==> config.mk <==
export PLATFORM = sky130hd
export DESIGN_NAME = tf_weight_updater
export DESIGN_NICKNAME = d
export VERILOG_FILES = /design/src/rtl/tgw_pkg.sv /design/src/rtl/tgw_gate.sv /design/src/rtl/tgw_row_pick.sv /design/src/rtl/tgw_row_calc.sv /design/src/rtl/tgw_wstore.sv /design/src/rtl/tf_weight_updater.sv
export SDC_FILE = /design/constraint.sdc
export NUM_CORES = 2
export LEC_CHECK = 0
export BUFFER_PORTS_ARGS = -buffer_cell sky130_fd_sc_hd__buf_2
export CAP_MARGIN = 0
export CORE_MARGIN = 3
export CORE_UTILIZATION = 45
export CTS_CLUSTER_SIZE = 30
export DETAILED_ROUTE_END_ITERATION = 7
export PLACE_DENSITY = 0.67
export SKIP_LAST_GASP = 1
export SLEW_MARGIN = 20
export SYNTH_ARGS = -nofsm -noshare
export SYNTH_HDL_FRONTEND = slang
export SYNTH_SLANG_ARGS = --single-unit
==> constraint.sdc <==
create_clock -name clk -period 6.9 [get_ports clk]
set_input_delay 1.38 -clock clk [delete_from_list [all_inputs] [get_ports clk]]
set_output_delay 1.38 -clock clk [all_outputs]
set_load 0.02 [all_outputs]
==> src/rtl/tgw_pkg.sv <==
package tgw_pkg;

  localparam int WGT_W = 16;
  localparam int EXP_W = 3;
  localparam int LR_W  = 3;
  localparam int ERR_W = EXP_W + 2;

  typedef logic signed [WGT_W-1:0] wgt_t;
  typedef logic signed [WGT_W:0]   term_t;

  typedef struct packed {
    logic             nz;
    logic             neg;
    logic [EXP_W-1:0] k;
  } err_t;

  // V * (+/- 2^-k) * 2^-lr as a floor shift with an optional negation
  function automatic term_t delta_term(wgt_t v, err_t e, logic [LR_W-1:0] lr);
    logic [5:0] sh;
    term_t      m;
    sh = 6'(e.k) + 6'(lr);
    m  = $signed({v[WGT_W-1], v}) >>> sh;
    if (!e.nz) return '0;
    return e.neg ? -m : m;
  endfunction

  // add with clamp to the signed weight range
  function automatic wgt_t sat_add(wgt_t w, term_t t);
    logic signed [WGT_W+1:0] s;
    s = $signed({{2{w[WGT_W-1]}}, w}) + $signed({t[WGT_W], t});
    if (s[WGT_W+1:WGT_W-1] == 3'b000 || s[WGT_W+1:WGT_W-1] == 3'b111)
      return s[WGT_W-1:0];
    return s[WGT_W+1] ? {1'b1, {(WGT_W-1){1'b0}}} : {1'b0, {(WGT_W-1){1'b1}}};
  endfunction

endpackage

==> src/rtl/tgw_gate.sv <==
module tgw_gate #(
  parameter int TS_W = 4
) (
  input  logic [TS_W-1:0] ts,
  input  logic [TS_W-1:0] win_start,
  input  logic [TS_W-1:0] win_len,
  output logic            hit
);
  logic [TS_W:0] win_end;

  assign win_end = {1'b0, win_start} + {1'b0, win_len};
  assign hit     = (ts >= win_start) && ({1'b0, ts} < win_end);
endmodule

==> src/rtl/tgw_row_pick.sv <==
module tgw_row_pick #(
  parameter int N_PRE = 8,
  localparam int ROW_W = (N_PRE > 1) ? $clog2(N_PRE) : 1
) (
  input  logic             allow,
  input  logic [N_PRE-1:0] pending,
  input  logic             rd_en,
  input  logic [ROW_W-1:0] rd_addr,
  output logic             grant,
  output logic [ROW_W-1:0] row,
  output logic [N_PRE-1:0] row_mask,
  output logic             blocked
);
  logic [N_PRE-1:0] rd_mask;
  logic [N_PRE-1:0] eligible;

  assign rd_mask  = rd_en ? (N_PRE'(1) << rd_addr) : '0;
  assign eligible = pending & ~rd_mask;
  assign blocked  = |(pending & rd_mask);

  always_comb begin
    row = '0;
    for (int r = N_PRE - 1; r >= 0; r--) begin
      if (eligible[r]) row = ROW_W'(r);
    end
  end

  assign grant    = allow && (|eligible);
  assign row_mask = grant ? (N_PRE'(1) << row) : '0;
endmodule

==> src/rtl/tgw_row_calc.sv <==
module tgw_row_calc import tgw_pkg::*; #(
  parameter int N_POST = 4
) (
  input  logic [N_POST*WGT_W-1:0] row_in,
  input  logic [N_POST*WGT_W-1:0] vm,
  input  logic [N_POST*ERR_W-1:0] err,
  input  logic [LR_W-1:0]         lr,
  output logic [N_POST*WGT_W-1:0] row_out
);
  for (genvar i = 0; i < N_POST; i++) begin : g_post
    wgt_t  w_old;
    wgt_t  v_i;
    err_t  e_i;
    term_t t_i;
    assign w_old = row_in[i*WGT_W +: WGT_W];
    assign v_i   = vm[i*WGT_W +: WGT_W];
    assign e_i   = err_t'(err[i*ERR_W +: ERR_W]);
    assign t_i   = delta_term(v_i, e_i, lr);
    assign row_out[i*WGT_W +: WGT_W] = sat_add(w_old, t_i);
  end
endmodule

==> src/rtl/tgw_wstore.sv <==
module tgw_wstore #(
  parameter int N_PRE  = 8,
  parameter int ROW_B  = 64,
  localparam int ROW_W = (N_PRE > 1) ? $clog2(N_PRE) : 1
) (
  input  logic             clk,
  input  logic             rst_n,
  input  logic             wr_en,
  input  logic [ROW_W-1:0] wr_row,
  input  logic [ROW_B-1:0] wr_data,
  input  logic [ROW_W-1:0] rd_a_addr,
  output logic [ROW_B-1:0] rd_a_data,
  input  logic [ROW_W-1:0] rd_b_addr,
  output logic [ROW_B-1:0] rd_b_data
);
  logic [ROW_B-1:0] mem [N_PRE];

  always_ff @(posedge clk or negedge rst_n) begin
    if (!rst_n) begin
      for (int r = 0; r < N_PRE; r++) mem[r] <= '0;
    end else if (wr_en) begin
      mem[wr_row] <= wr_data;
    end
  end

  assign rd_a_data = mem[rd_a_addr];
  assign rd_b_data = mem[rd_b_addr];
endmodule

==> src/rtl/tf_weight_updater.sv <==
module tf_weight_updater import tgw_pkg::*; #(
  parameter int N_PRE  = 8,
  parameter int N_POST = 4,
  parameter int TS_W   = 4,
  localparam int ROW_W = (N_PRE > 1) ? $clog2(N_PRE) : 1,
  localparam int ROW_B = N_POST * WGT_W,
  localparam int ERR_B = N_POST * ERR_W
) (
  input  logic             clk,
  input  logic             rst_n,
  input  logic             learn_en,
  input  logic [TS_W-1:0]  cfg_win_start,
  input  logic [TS_W-1:0]  cfg_win_len,
  input  logic [LR_W-1:0]  cfg_lr_shift,
  input  logic             step_start,
  input  logic [TS_W-1:0]  step_idx,
  input  logic [N_PRE-1:0] pre_spk,
  input  logic [ROW_B-1:0] vmem,
  input  logic [ERR_B-1:0] err_code,
  input  logic             inf_rd_en,
  input  logic [ROW_W-1:0] inf_rd_addr,
  output logic [ROW_B-1:0] inf_rd_data
);
  // named internal events
  logic             win_hit;
  logic             busy;
  logic             capture;
  logic             step_dropped;
  logic             row_blocked;
  logic             wr_en;
  logic [ROW_W-1:0] wr_row;
  logic [N_PRE-1:0] wr_mask;
  logic [N_PRE-1:0] pending;

  logic [ROW_B-1:0] v_q;
  logic [ERR_B-1:0] e_q;
  logic [LR_W-1:0]  lr_q;
  logic [ROW_B-1:0] upd_old;
  logic [ROW_B-1:0] upd_new;

  tgw_gate #(.TS_W(TS_W)) u_gate (
    .ts        (step_idx),
    .win_start (cfg_win_start),
    .win_len   (cfg_win_len),
    .hit       (win_hit)
  );

  assign busy         = |pending;
  assign capture      = step_start && learn_en && win_hit && !busy;
  assign step_dropped = step_start && learn_en && win_hit && busy;

  always_ff @(posedge clk or negedge rst_n) begin
    if (!rst_n) begin
      pending <= '0;
      v_q     <= '0;
      e_q     <= '0;
      lr_q    <= '0;
    end else if (!learn_en) begin
      pending <= '0;
    end else if (capture) begin
      pending <= pre_spk;
      v_q     <= vmem;
      e_q     <= err_code;
      lr_q    <= cfg_lr_shift;
    end else begin
      pending <= pending & ~wr_mask;
    end
  end

  tgw_row_pick #(.N_PRE(N_PRE)) u_pick (
    .allow    (learn_en),
    .pending  (pending),
    .rd_en    (inf_rd_en),
    .rd_addr  (inf_rd_addr),
    .grant    (wr_en),
    .row      (wr_row),
    .row_mask (wr_mask),
    .blocked  (row_blocked)
  );

  tgw_row_calc #(.N_POST(N_POST)) u_calc (
    .row_in  (upd_old),
    .vm      (v_q),
    .err     (e_q),
    .lr      (lr_q),
    .row_out (upd_new)
  );

  tgw_wstore #(.N_PRE(N_PRE), .ROW_B(ROW_B)) u_store (
    .clk       (clk),
    .rst_n     (rst_n),
    .wr_en     (wr_en),
    .wr_row    (wr_row),
    .wr_data   (upd_new),
    .rd_a_addr (inf_rd_addr),
    .rd_a_data (inf_rd_data),
    .rd_b_addr (wr_row),
    .rd_b_data (upd_old)
  );
endmodule

==> results.json <==
{
  "slew_violations": 0,
  "hold_violations": 0,
  "max_freq_mhz": 152.2,
  "wirelength_um": 121600,
  "start_kind": "register",
  "fillCellCount": 7882,
  "clock_skew_ns": 0.03134,
  "dpl.cell_count": 5617,
  "post-route-period-util": 0.9523,
  "drv_cap": 0,
  "grt_overflow": 0,
  "synth_cells": 4426,
  "clock_sink_count": 607,
  "use_met2": 0.4171,
  "ctsHtreeMaxLevel": 3,
  "start_util": 0.4576,
  "grt_pass1_wl_um": 192000,
  "fin_util": 0.5224,
  "yosysMostFrequentCell": "nand2_1",
  "tritoncts": "built",
  "crit_path_end_kind": "register",
  "synth_area_leader_cell": "dfrtp_1",
  "first_pass_iters": 7,
  "synth_flop_cell": "dfrtp_1",
  "root_buffer": "clkbuf_16",
  "seqCellArea_um2": 15190,
  "clk_latency_ns": 0.64,
  "crit_type": "reg2reg",
  "initialDrtViolationCount": 3577,
  "vias": 34440,
  "ctsHoldBuffers": 0,
  "synthArstFlopShare": 1.000,
  "rsz0062_at_grt": "yes",
  "yosysUniqueCellTypes": 88,
  "ant_nets": 0,
  "top_usage_layer": "met2",
  "grt_pass1_vias": 32980,
  "yosys-top-cells-area": "dfrtp_1 39%, mux4_2 11%, nand2_1 10%, o21ai_0 6.5%, mux2_2 4.7%",
  "use_met1": 0.3803,
  "grt_usage": 0.2667,
  "multi_input_area_um2": 22950,
  "dpl.hpwl_um": 80400,
  "status": "complete, no violations",
  "use_met3": 0.04816,
  "hp-class": "reg2reg",
  "yosys_warnings": 0,
  "cts_buffers": 75,
  "final_cells": 5756,
  "syn_avg_cell_area_um2": 8.873,
  "worst_pin_slew_ns": 1.121,
  "antenna_found_initial": 4,
  "setup_violations": 0,
  "nets": 4770,
  "die_w_um": 301.4,
  "syn_area_um2": 39270,
  "synth_nets": 4645,
  "num_antenna_cells": 0,
  "area_growth_pct": 14.16,
  "drc_errors": 0,
  "grt_max_degree": 141,
  "cts.path.max_buffers": 3,
  "worstPathRequired_ns": 7.37,
  "core_um2": 85820,
  "routedWlPerCell_um": 21.13,
  "die_y_um": 301.4,
  "synth-edff-count": 0,
  "post-route-min-period_ns": 6.571,
  "portBuffers": 178,
  "synth_top_area_frac": 0.3868,
  "dieArea_um2": 90850,
  "path_max_fanout": 16,
  "relSlewSlack": 0.2529,
  "synth-seq-cells": 607,
  "setup-tns-final_ns": 0,
  "placementRows": 107,
  "arrival_ns": 7.04,
  "placed_cell_area_um2": 42160,
  "final_area_um2": 44830,
  "clkTransAtPathRegs_ns": 0.06,
  "drive_gt1_frac": 0.1969,
  "synthTopCellsByCount": "1,096 x nand2_1, 607 x dfrtp_1, 507 x o21ai_0",
  "via_per_inst": 5.983,
  "num_io_pins": 179,
  "gp_congestion": 0.9082,
  "seq_area_frac_synth": 0.3868
}
-- per-stage QoR --
step                setup WS (ns)  hold WS (ns)
finish                     0.3290        0.4978
global route             -0.03519        0.5157
CTS                       0.03750        0.4994
detailed placement        0.06218        0.4863
global placement           0.1256        0.4812
floorplan                  0.7343        0.4660
-- cell families after synthesis --
kind of cell | count (synthesis) | share of synthesized area
xor gates and xnor gates | 107 | 0.02386
adders and majority gates | 104 | 0.03486
AOI/OAI and AO/OA | 986 | 0.1459
buffers and inverters | 353 | 0.03536
muxes | 399 | 0.1697
and+or+nand+nor | 1870 | 0.2036
DFF | 607 | 0.3868
-- final cells by class --
type / instances / share of cell area
Clock buffer: 105 / 0.04773
Clock inverter: 33 / 0.009852
Inverter: 45 / 0.003768
Multi-Input combinational cell: 3466 / 0.5119
Sequential cell: 607 / 0.3388
Tap cell: 1144 / 0.03193
Timing Repair Buffer: 356 / 0.05599
-- per-layer routing --
| metal | vias up | share of wire | wire (um) |
|---|---|---|---|
| met1 | 16910 | 0.44 | 53190 |
| met2 | 1354 | 0.46 | 55550 |
| met4 | 6 | 0.026 | 3108 |
| li1 | 15960 | - | - |
| met3 | 203 | 0.080 | 9747 |
| met5 | - | 0.00030 | 36 |
-- registers in the layout, indices dropped and copies added, names as in the netlist --
register / count
e_q: 20
lr_q: 3
v_q: 64
u_store.mem: 512
pending: 8
-- worst max-delay path: stages (launching register included) --
cell and delay (ns):
dfrtp_2 0.45, ha_1 0.20, inv_1 0.06, fa_1 0.52, buf_12 0.17, mux4_2 0.56, mux4_2 0.56, inv_1 0.10
ha_1 0.14, inv_1 0.04, or3b_1 0.42, nand3b_4 0.21, o31ai_1 0.30, xor2_1 0.12, and2_1 0.20, ha_1 0.39
nand4_1 0.21, o31a_1 0.33, o21a_1 0.13, a21boi_1 0.27, nor2_1 0.17, o21ai_0 0.16, buf_4 0.22, o21a_1 0.34
o21ai_0 0.14
-- repair_timing --
item                                   4_1_cts  5_1_grt
setup endpoints to repair                    0      423
resized for setup                            0       27
endpoints found under the hold margin        0        0
buffers inserted                             0        1
-- worst paths after layout --
kind / depth (start not counted) / endpoint / slack, ns / startpoint
max in group asynchronous: 2 / u_store.mem[487] / 4.77 / rst_n
min in group asynchronous: 1 / v_q[23] / 0.76 / rst_n
worst min-delay path: 2 / u_store.mem[180] / 0.50 / u_store.mem[180]
worst max register to register: 24 / u_store.mem[507] / 0.33 / lr_q[0]
worst max-delay path: 24 / u_store.mem[507] / 0.33 / lr_q[0]
worst min register to register: 2 / u_store.mem[180] / 0.50 / u_store.mem[180]
-- layout by cell type, fill, tap and decap left out, types with 35 or more instances in the layout --
cell,netlist,final
nor2_1,251,244
xnor2_1,64,64
dfrtp_1,607,606
a21o_1,48,47
xor2_1,43,42
o21ai_0,507,504
nand3_1,351,349
mux4_2,189,189
and2_1,39,39
mux2_2,165,165
a31oi_1,70,68
nand2_1,1096,1082
ha_1,95,95
mux2i_1,37,35
a21oi_1,179,177
buf_2,9,174
inv_1,44,44
clkbuf_16,0,75
buf_4,2,158
Power is not shown: default switching activity piles up to over one toggle a cycle in this logic, so the estimate is an artifact.
